[config.mk]
export PLATFORM = sky130hd
export DESIGN_NAME = dmaseq_top
export DESIGN_NICKNAME = d
export VERILOG_FILES = /design/src/rtl/dmaseq_pkg.sv /design/src/rtl/dmaseq_decode.sv /design/src/rtl/dmaseq_addr_step.sv /design/src/rtl/dmaseq_counter.sv /design/src/rtl/dmaseq_top.sv
export SDC_FILE = /design/constraint.sdc
export NUM_CORES = 1
export LEC_CHECK = 0
export ABC_CLOCK_PERIOD_IN_PS = 4019
export BUFFER_PORTS_ARGS = -buffer_cell sky130_fd_sc_hd__buf_2
export CAP_MARGIN = 40
export CELL_PAD_IN_SITES_DETAIL_PLACEMENT = 1
export CELL_PAD_IN_SITES_GLOBAL_PLACEMENT = 2
export CORE_AREA = 3 3 321 323
export CTS_CLUSTER_DIAMETER = 80
export DETAILED_ROUTE_END_ITERATION = 10
export DIE_AREA = 0 0 324 326
export PLACE_DENSITY_LB_ADDON = 0.2
export SETUP_SLACK_MARGIN = 0.2
export SYNTH_ARGS = -nofsm -noshare
export SYNTH_HDL_FRONTEND = slang
export SYNTH_SLANG_ARGS = --single-unit
[constraint.sdc]
create_clock -name clk_i -period 4.02 [get_ports clk_i]
set_input_delay 1.206 -clock clk_i [delete_from_list [all_inputs] [get_ports clk_i]]
set_output_delay 1.206 -clock clk_i [all_outputs]
set_load 0.02 [all_outputs]
[src/rtl/dmaseq_pkg.sv]
package dmaseq_pkg;
  localparam int unsigned UNIT_W    = 6;
  localparam int unsigned SIZE_LSB  = 4;
  localparam int unsigned SRC_LSB   = 12;
  localparam int unsigned DST_LSB   = 14;
  localparam int unsigned TE_BIT    = 1;
  localparam int unsigned IE_BIT    = 2;

  typedef enum logic [1:0] {
    AM_FIXED = 2'd0,
    AM_INC   = 2'd1,
    AM_DEC   = 2'd2,
    AM_BAD   = 2'd3
  } addr_mode_e;

  typedef enum logic [1:0] {
    ST_IDLE,
    ST_RD,
    ST_WR,
    ST_FIN
  } seq_state_e;

  function automatic logic [UNIT_W-1:0] unit_bytes(input logic [2:0] code);
    case (code)
      3'd0:    unit_bytes = 6'd8;
      3'd2:    unit_bytes = 6'd2;
      3'd3:    unit_bytes = 6'd4;
      3'd4:    unit_bytes = 6'd32;
      default: unit_bytes = 6'd1;
    endcase
  endfunction
endpackage

[src/rtl/dmaseq_decode.sv]
module dmaseq_decode
  import dmaseq_pkg::*;
(
  input  logic [2:0]        size_code_i,
  input  logic [1:0]        src_mode_i,
  input  logic [1:0]        dst_mode_i,
  output logic [UNIT_W-1:0] size_o,
  output addr_mode_e        src_mode_o,
  output addr_mode_e        dst_mode_o,
  output logic              illegal_o
);
  always_comb begin
    size_o     = unit_bytes(size_code_i);
    src_mode_o = addr_mode_e'(src_mode_i);
    dst_mode_o = addr_mode_e'(dst_mode_i);
    illegal_o  = (src_mode_o == AM_BAD) || (dst_mode_o == AM_BAD);
  end

  always_comb begin
    a_r1_size_range: assert (size_o inside {6'd1, 6'd2, 6'd4, 6'd8, 6'd32});
  end
endmodule

[src/rtl/dmaseq_addr_step.sv]
module dmaseq_addr_step
  import dmaseq_pkg::*;
#(
  parameter int unsigned AW = 32
) (
  input  logic              clk_i,
  input  logic              rst_ni,
  input  logic              load_i,
  input  logic [AW-1:0]     load_addr_i,
  input  addr_mode_e        load_mode_i,
  input  logic              step_i,
  input  logic [UNIT_W-1:0] size_i,
  output logic [AW-1:0]     addr_o
);
  logic [AW-1:0] addr_q;
  addr_mode_e    mode_q;
  logic [AW-1:0] size_ext;

  assign size_ext = AW'(size_i);
  assign addr_o   = addr_q;

  always_ff @(posedge clk_i or negedge rst_ni) begin
    if (!rst_ni) begin
      addr_q <= '0;
      mode_q <= AM_FIXED;
    end else if (load_i) begin
      addr_q <= load_addr_i;
      mode_q <= load_mode_i;
    end else if (step_i) begin
      case (mode_q)
        AM_INC:  addr_q <= addr_q + size_ext;
        AM_DEC:  addr_q <= addr_q - size_ext;
        default: addr_q <= addr_q;
      endcase
    end
  end

  a_r2_fixed_hold: assert property (@(posedge clk_i) disable iff (!rst_ni)
    (step_i && !load_i && mode_q == AM_FIXED) |=> $stable(addr_q));
  a_r3_no_step_idle: assert property (@(posedge clk_i) disable iff (!rst_ni)
    (!step_i && !load_i) |=> $stable(addr_q));
  a_r2_inc_step: assert property (@(posedge clk_i) disable iff (!rst_ni)
    (step_i && !load_i && mode_q == AM_INC) |=> addr_q == $past(addr_q) + $past(size_ext));
endmodule

[src/rtl/dmaseq_counter.sv]
module dmaseq_counter #(
  parameter int unsigned CNT_W = 24
) (
  input  logic             clk_i,
  input  logic             rst_ni,
  input  logic             load_i,
  input  logic [CNT_W-1:0] count_i,
  input  logic [CNT_W-1:0] run_i,
  input  logic             dec_i,
  output logic [CNT_W-1:0] remain_o,
  output logic             empty_o,
  output logic             last_o
);
  localparam logic [CNT_W:0] FULL = {1'b1, {CNT_W{1'b0}}};

  logic [CNT_W:0] remain_q, left_q;
  logic [CNT_W:0] loaded, run_ext, run_pick;

  always_comb begin
    loaded   = (count_i == '0) ? FULL : {1'b0, count_i};
    run_ext  = {1'b0, run_i};
    run_pick = (run_i == '0 || run_ext > loaded) ? loaded : run_ext;
  end

  always_ff @(posedge clk_i or negedge rst_ni) begin
    if (!rst_ni) begin
      remain_q <= '0;
      left_q   <= '0;
    end else if (load_i) begin
      remain_q <= loaded;
      left_q   <= run_pick;
    end else if (dec_i) begin
      remain_q <= remain_q - 1'b1;
      left_q   <= left_q - 1'b1;
    end
  end

  assign remain_o = remain_q[CNT_W-1:0];
  assign empty_o  = (remain_q == '0);
  assign last_o   = (left_q == {{CNT_W{1'b0}}, 1'b1});

  a_r6_dec_one: assert property (@(posedge clk_i) disable iff (!rst_ni)
    (dec_i && !load_i) |=> remain_q == $past(remain_q) - 1'b1);
  a_r5_zero_full: assert property (@(posedge clk_i) disable iff (!rst_ni)
    (load_i && count_i == '0) |=> remain_q == FULL);
  a_r8_left_bound: assert property (@(posedge clk_i) disable iff (!rst_ni)
    load_i |=> (left_q <= remain_q) && (left_q != '0));
endmodule

[src/rtl/dmaseq_top.sv]
module dmaseq_top
  import dmaseq_pkg::*;
#(
  parameter int unsigned AW     = 32,
  parameter int unsigned CNT_W  = 24,
  parameter int unsigned CTRL_W = 16,
  parameter int unsigned DW     = 256
) (
  input  logic              clk_i,
  input  logic              rst_ni,
  input  logic              start_i,
  input  logic [CNT_W-1:0]  run_units_i,
  input  logic [AW-1:0]     src_addr_i,
  input  logic [AW-1:0]     dst_addr_i,
  input  logic [CNT_W-1:0]  count_i,
  input  logic [CTRL_W-1:0] ctrl_i,
  output logic              busy_o,
  output logic              rd_valid_o,
  input  logic              rd_ready_i,
  output logic [AW-1:0]     rd_addr_o,
  input  logic [DW-1:0]     rd_data_i,
  output logic              wr_valid_o,
  input  logic              wr_ready_i,
  output logic [AW-1:0]     wr_addr_o,
  output logic [DW-1:0]     wr_data_o,
  output logic [UNIT_W-1:0] unit_bytes_o,
  output logic              wb_valid_o,
  output logic [AW-1:0]     src_addr_o,
  output logic [AW-1:0]     dst_addr_o,
  output logic [CNT_W-1:0]  count_o,
  output logic [CTRL_W-1:0] ctrl_o,
  output logic              illegal_o,
  output logic              irq_o
);
  localparam int unsigned NADDR = 2;

  seq_state_e         state_q, state_d;
  logic [CTRL_W-1:0]  ctrl_q;
  logic [UNIT_W-1:0]  size_q, dec_size;
  logic               illegal_q, dec_illegal;
  addr_mode_e         dec_src_mode, dec_dst_mode;
  logic [DW-1:0]      data_q;
  logic               accept, unit_done, cnt_empty, cnt_last;
  logic               te_set;

  logic [AW-1:0]      ld_addr [NADDR];
  addr_mode_e         ld_mode [NADDR];
  logic [AW-1:0]      cur_addr[NADDR];

  dmaseq_decode u_decode (
    .size_code_i (ctrl_i[SIZE_LSB +: 3]),
    .src_mode_i  (ctrl_i[SRC_LSB +: 2]),
    .dst_mode_i  (ctrl_i[DST_LSB +: 2]),
    .size_o      (dec_size),
    .src_mode_o  (dec_src_mode),
    .dst_mode_o  (dec_dst_mode),
    .illegal_o   (dec_illegal)
  );

  assign accept    = (state_q == ST_IDLE) && start_i;
  assign unit_done = (state_q == ST_WR) && wr_ready_i;

  assign ld_addr[0] = src_addr_i;
  assign ld_addr[1] = dst_addr_i;
  assign ld_mode[0] = dec_src_mode;
  assign ld_mode[1] = dec_dst_mode;

  for (genvar g = 0; g < NADDR; g++) begin : g_addr
    dmaseq_addr_step #(.AW(AW)) u_step (
      .clk_i       (clk_i),
      .rst_ni      (rst_ni),
      .load_i      (accept),
      .load_addr_i (ld_addr[g]),
      .load_mode_i (ld_mode[g]),
      .step_i      (unit_done),
      .size_i      (size_q),
      .addr_o      (cur_addr[g])
    );
  end

  dmaseq_counter #(.CNT_W(CNT_W)) u_count (
    .clk_i    (clk_i),
    .rst_ni   (rst_ni),
    .load_i   (accept),
    .count_i  (count_i),
    .run_i    (run_units_i),
    .dec_i    (unit_done),
    .remain_o (count_o),
    .empty_o  (cnt_empty),
    .last_o   (cnt_last)
  );

  always_comb begin
    state_d = state_q;
    case (state_q)
      ST_IDLE: if (start_i) state_d = dec_illegal ? ST_FIN : ST_RD;
      ST_RD:   if (rd_ready_i) state_d = ST_WR;
      ST_WR:   if (wr_ready_i) state_d = cnt_last ? ST_FIN : ST_RD;
      default: state_d = ST_IDLE;
    endcase
  end

  always_ff @(posedge clk_i or negedge rst_ni) begin
    if (!rst_ni) begin
      state_q   <= ST_IDLE;
      ctrl_q    <= '0;
      size_q    <= '0;
      illegal_q <= 1'b0;
      data_q    <= '0;
    end else begin
      state_q <= state_d;
      if (accept) begin
        ctrl_q    <= ctrl_i;
        size_q    <= dec_size;
        illegal_q <= dec_illegal;
      end
      if (state_q == ST_RD && rd_ready_i) data_q <= rd_data_i;
    end
  end

  assign te_set = cnt_empty && !illegal_q;

  always_comb begin
    ctrl_o         = ctrl_q;
    ctrl_o[TE_BIT] = ctrl_q[TE_BIT] | te_set;
  end

  assign busy_o       = (state_q != ST_IDLE);
  assign rd_valid_o   = (state_q == ST_RD);
  assign wr_valid_o   = (state_q == ST_WR);
  assign rd_addr_o    = cur_addr[0];
  assign wr_addr_o    = cur_addr[1];
  assign src_addr_o   = cur_addr[0];
  assign dst_addr_o   = cur_addr[1];
  assign wr_data_o    = data_q;
  assign unit_bytes_o = size_q;
  assign wb_valid_o   = (state_q == ST_FIN);
  assign illegal_o    = wb_valid_o && illegal_q;
  assign irq_o        = wb_valid_o && te_set && ctrl_q[IE_BIT];

  a_r9_rd_hold: assert property (@(posedge clk_i) disable iff (!rst_ni)
    (rd_valid_o && !rd_ready_i) |=> rd_valid_o && $stable(rd_addr_o));
  a_r9_wr_hold: assert property (@(posedge clk_i) disable iff (!rst_ni)
    (wr_valid_o && !wr_ready_i) |=> wr_valid_o && $stable(wr_addr_o) && $stable(wr_data_o));
  a_r9_rd_then_wr: assert property (@(posedge clk_i) disable iff (!rst_ni)
    (rd_valid_o && rd_ready_i) |=> wr_valid_o);
  a_r4_illegal_no_move: assert property (@(posedge clk_i) disable iff (!rst_ni)
    (accept && dec_illegal) |=> wb_valid_o && !rd_valid_o);
  a_r7_irq_needs_ie: assert property (@(posedge clk_i) disable iff (!rst_ni)
    irq_o |-> ctrl_o[IE_BIT] && ctrl_o[TE_BIT] && count_o == '0);
  a_r10_busy_start: assert property (@(posedge clk_i) disable iff (!rst_ni)
    $rose(busy_o) |-> $past(start_i));
  a_r6_wb_one_cycle: assert property (@(posedge clk_i) disable iff (!rst_ni)
    wb_valid_o |=> !busy_o);
  a_r10_valid_excl: assert property (@(posedge clk_i) disable iff (!rst_ni)
    $onehot0({rd_valid_o, wr_valid_o, wb_valid_o}));
endmodule

==> results.md <==
Outcome:
- The flow ran to the end, but the final reports show violations.
- The checks that failed: negative setup slack.

STA:
- Counting I/O delays and the setup requirement, the final critical path takes 4.320 ns.
- The worst hold slack is 0.4773 ns.
- Clock skew on the completed layout was measured at 0.02088 ns.
- The slew at the pin with the worst max-slew slack is 0.7925 ns.
- The portion of the clock cycle consumed by the worst path in the final layout is 107.5%.
- Once routing completed, OpenROAD measured the worst setup slack at -0.3001 ns.
- The setup violation total in the final timing report is 2.
- The count of final max-slew check failures was 0.
- The hold violation total from the final report was 0.
- Static timing analysis puts the maximum clock frequency at 231.5 MHz.
- Setup repair after global routing could not meet its margin everywhere.
- The max-slew headroom at the worst pin is 46.76%.

Logic synthesis:
- The total nets after synthesis is 2,491.
- The dominant register cell in the synthesized netlist is dfrtp_1.
- Multiplexer cells account for 14.63% of the synthesized area.
- The most area-hungry cell type in the Yosys netlist is dfrtp_1.
- Counting distinct cell types in the post-synthesis netlist gives 69.
- The mean instance size in the synthesized netlist is 10.49 µm².
- The count of mapped cells out of synthesis is 2,009.
- The share of the yosys chip area belonging to registers is 46.76%.
- The fraction of synthesized cell area taken by the top area cell type is 46.76%.
- The async set-reset flop share out of synthesis is 100.0%.
- Summing every instance area after synthesis gives 21,080 µm².
- The Yosys step of the flow raised 0 warnings.
- In this run, synthesis produced a sequential element count of 394.
- The largest family of logic cells by synthesized area is multiplexers.
- Sorting the synthesized cells by area gives the leading types as dfrtp_1 47%, mux2_2 14%, ha_1 5.4%, buf_4 3.8%, a21oi_1 3.3%.
- The number of flops mapped to enable cells by yosys is 0.
- The synthesized netlist devotes 5.590% of its cell area to adder and majority cells.
- The fraction of synthesized cell area in xor and xnor cells is 3.157%.
- The simple-gate area share of the yosys netlist is 11.68%.
- The synthesized netlist devotes 11.91% of its cell area to compound gates.

Setup path:
- In this run the worst path has a maximum fanout of 2.
- The setup check on the worst reg-to-reg path leaves a slack of 0.39 ns.
- The number of cells on the worst reg-to-reg path is 14.
- For the worst setup path, the data required time is 2.81 ns.
- The most critical setup path has its endpoint at irq_o.
- STA classifies the critical path endpoint as an output port.
- The worst setup path is launched from a flip-flop.
- The critical path data arrival time is 3.11 ns.
- The launch point of the critical path is u_count.remain_q[3].
- In this run the critical register-to-register path is launched from unit_bytes_o[2].
- The endpoint identified for the worst register-to-register timing path is g_addr[0].u_step.addr_o[30].
- The critical path in this run is classified as reg -> out.

Floorplanning:
- The area of the core is 100,100 µm².
- The die width is 324 µm.
- During I/O placement, the number of pins put on the boundary was 825.
- The area of the die is 105,600 µm².
- The number of rows in the core area is 116.
- Measured along the y axis, the die boundary spans 326 µm.
- The effective utilization at floorplan is 21.05%.

CTS:
- At the later pin of the worst-skew pair, clock insertion delay measures 0.64 ns.
- The clock drives 394 sinks.
- The total of hold buffers inserted after clock tree synthesis is 0.
- The H-tree depth reported by CTS is 2.
- TritonCTS built the clock tree.
- The number of buffers inserted during clock tree synthesis is 55.
- Counting along the longest clock path gives a buffer depth of 3.
- The tree is rooted in a clkbuf_16.
- The clock transition at the registers of the reported paths is 0.05 ns.

Global routing:
- The pin count of the biggest net entering global routing is 94.
- The first global-routing pass estimated 153.7 mm of wire.
- The number of antenna violations at the first check in global routing came to 62.
- The number of global-route vias before repair is 20,330.
- The global-route usage over all layers is 20.13%.
- The residual overflow from global routing is 0.

Placed design:
- Port buffering added 823 buffers.
- After legalization and detailed placement, the total HPWL measured 90.27 mm.
- The weighted congestion reported at the end of routability-driven placement is 0.8757.

Power and ir drop:
- The peak supply drop is 0.5407 mV.
- The leakage dissipation is 13.71 nW.
- For this design the ratio of total power to cell area is 1089 nW/µm².
- The total power of the final layout is 31.06 mW.

Routing:
- Using the TritonRoute via totals, the vias-per-cell ratio works out to 4.587.
- The via count is 18,950.
- The first routing iteration left 860 violations.
- The count of nets left with antenna violations once routing finished came out at 0.
- The routed wire length is 109.3 mm.
- Dividing the detail-routed wire length by the instance count gives 26.46 µm.
- The number of DRC violations after detailed routing is 0.
- The first detailed-routing pass took 5 iterations.

Job:
- Max-cap violations in this run came to 0.

Min path:
- The worst hold path class is reg -> reg.
- The hold path startpoint is ctrl_q[6].

Layout:
- The library cell used most frequently in the layout, excluding fill and tap cells, is buf_2.
- The number of fill cells is 11,580.
- The area growth from synthesis to final layout is 35.24%.
- For this run, the post-layout net count is 3,249.
- The library cells used most frequently in the layout, excluding fill and tap cells, are 820 x buf_2, 394 x dfrtp_1, 257 x mux2_2, 180 x nand2_1, 136 x a21oi_1.
- In the final layout, the share of cells above drive strength 1 is 45.77%.
==> through the flow <==
stage	setup TNS, ns	instance area, µm²	setup WS (ns)	utilization [%]	cells
after floorplan	0	21080	0.3018	-	2009
after global placement	0	26370	0.03576	26.33	4003
after detailed placement	0	26370	0.01295	26.33	4003
after CTS	-0.8929	28300	-0.4673	28.26	4107
after global routing	-0.8407	28470	-0.4564	28.42	4113
final	-0.5233	28510	-0.3001	28.47	4132
==> area by class of cell <==
type                            count  area, µm²  share of cell area, %
Timing Repair Buffer              894       4828                  16.93
Inverter                           51      191.4                 0.6714
Tap cell                         1298       1624                  5.696
Multi-Input combinational cell   1371      10100                  35.44
Sequential cell                   394       9859                  34.58
Antenna cell                       22      55.05                 0.1931
Clock inverter                     28      291.5                  1.022
Clock buffer                       74       1559                  5.468
==> cells by family after synthesis <==
kind of cell | Yosys count
flops | 394
xor+xnor | 76
compound gates | 406
buf+inv | 244
other cells | 1
simple gates | 519
fa+ha+maj | 93
mux | 276
==> registers in the layout, indices dropped and copies added (netlist names) <==
signal                count
ctrl_q                   16
g_addr.u_step.addr_o     64
illegal_q                 1
state_q                   2
u_count.left_q           25
u_count.remain_q         25
unit_bytes_o              5
wr_data_o               256
==> critical path, cell delays in order (launching register included) <==
cell and delay [ns]:
dfrtp_1 0.38, or3_4 0.39, or3_4 0.39, nor2_8 0.15, nand3_4 0.10, or4_4 0.46, nor4_4 0.15, buf_6 0.16
and3_4 0.19, buf_6 0.11
==> where the power goes <==
part / total (mW) / switching (mW) / internal, mW
combinational: 18.4 / 11.5 / 6.91
sequential: 7.65 / 1.67 / 5.98
clock: 5.00 / 2.06 / 2.94
==> worst min-delay path by stage <==
stage,end,slack [ns],cells after the start
after floorplan,ctrl_q[1],0.44,2
after detailed placement,ctrl_q[11],0.47,2
final,ctrl_q[6],0.48,2
after global placement,ctrl_q[6],0.46,2
after global routing,ctrl_q[11],0.50,2
after CTS,ctrl_q[6],0.48,2
==> cells in the mapped netlist (all sizes together), types with 9 or more instances <==
cell,n
nand2b,21
nor3,44
o21ai,97
buf,117
o221ai,9
and3,27
nor4,22
nor2b,9
nand3,20
xor2,31
ha,91
or3,19
mux2i,19
nand2,183
a21oi,139
nand4,12
a31oi,20
xnor2,45
mux2,257
o211ai,14
a21o,40
clkbuf,76
dfrtp,394
inv,50
nor2,136
a221oi,12
==> per-layer routing <==
layer	up-vias	GRT usage, %	share of wire (%)
li1	8625	-	-
met1	9556	22.02	37
met2	558	37.80	53
met3	163	6.337	7.0
met4	52	3.877	2.1
met5	-	0	0.33
==> timing repair <==
item                       CTS  global route
buffers inserted             2             3
resized for setup           15            26
pin swaps                    7             3
setup endpoints to repair    6            20
cloned                       0             0
Power figures use the tool's default switching activity.
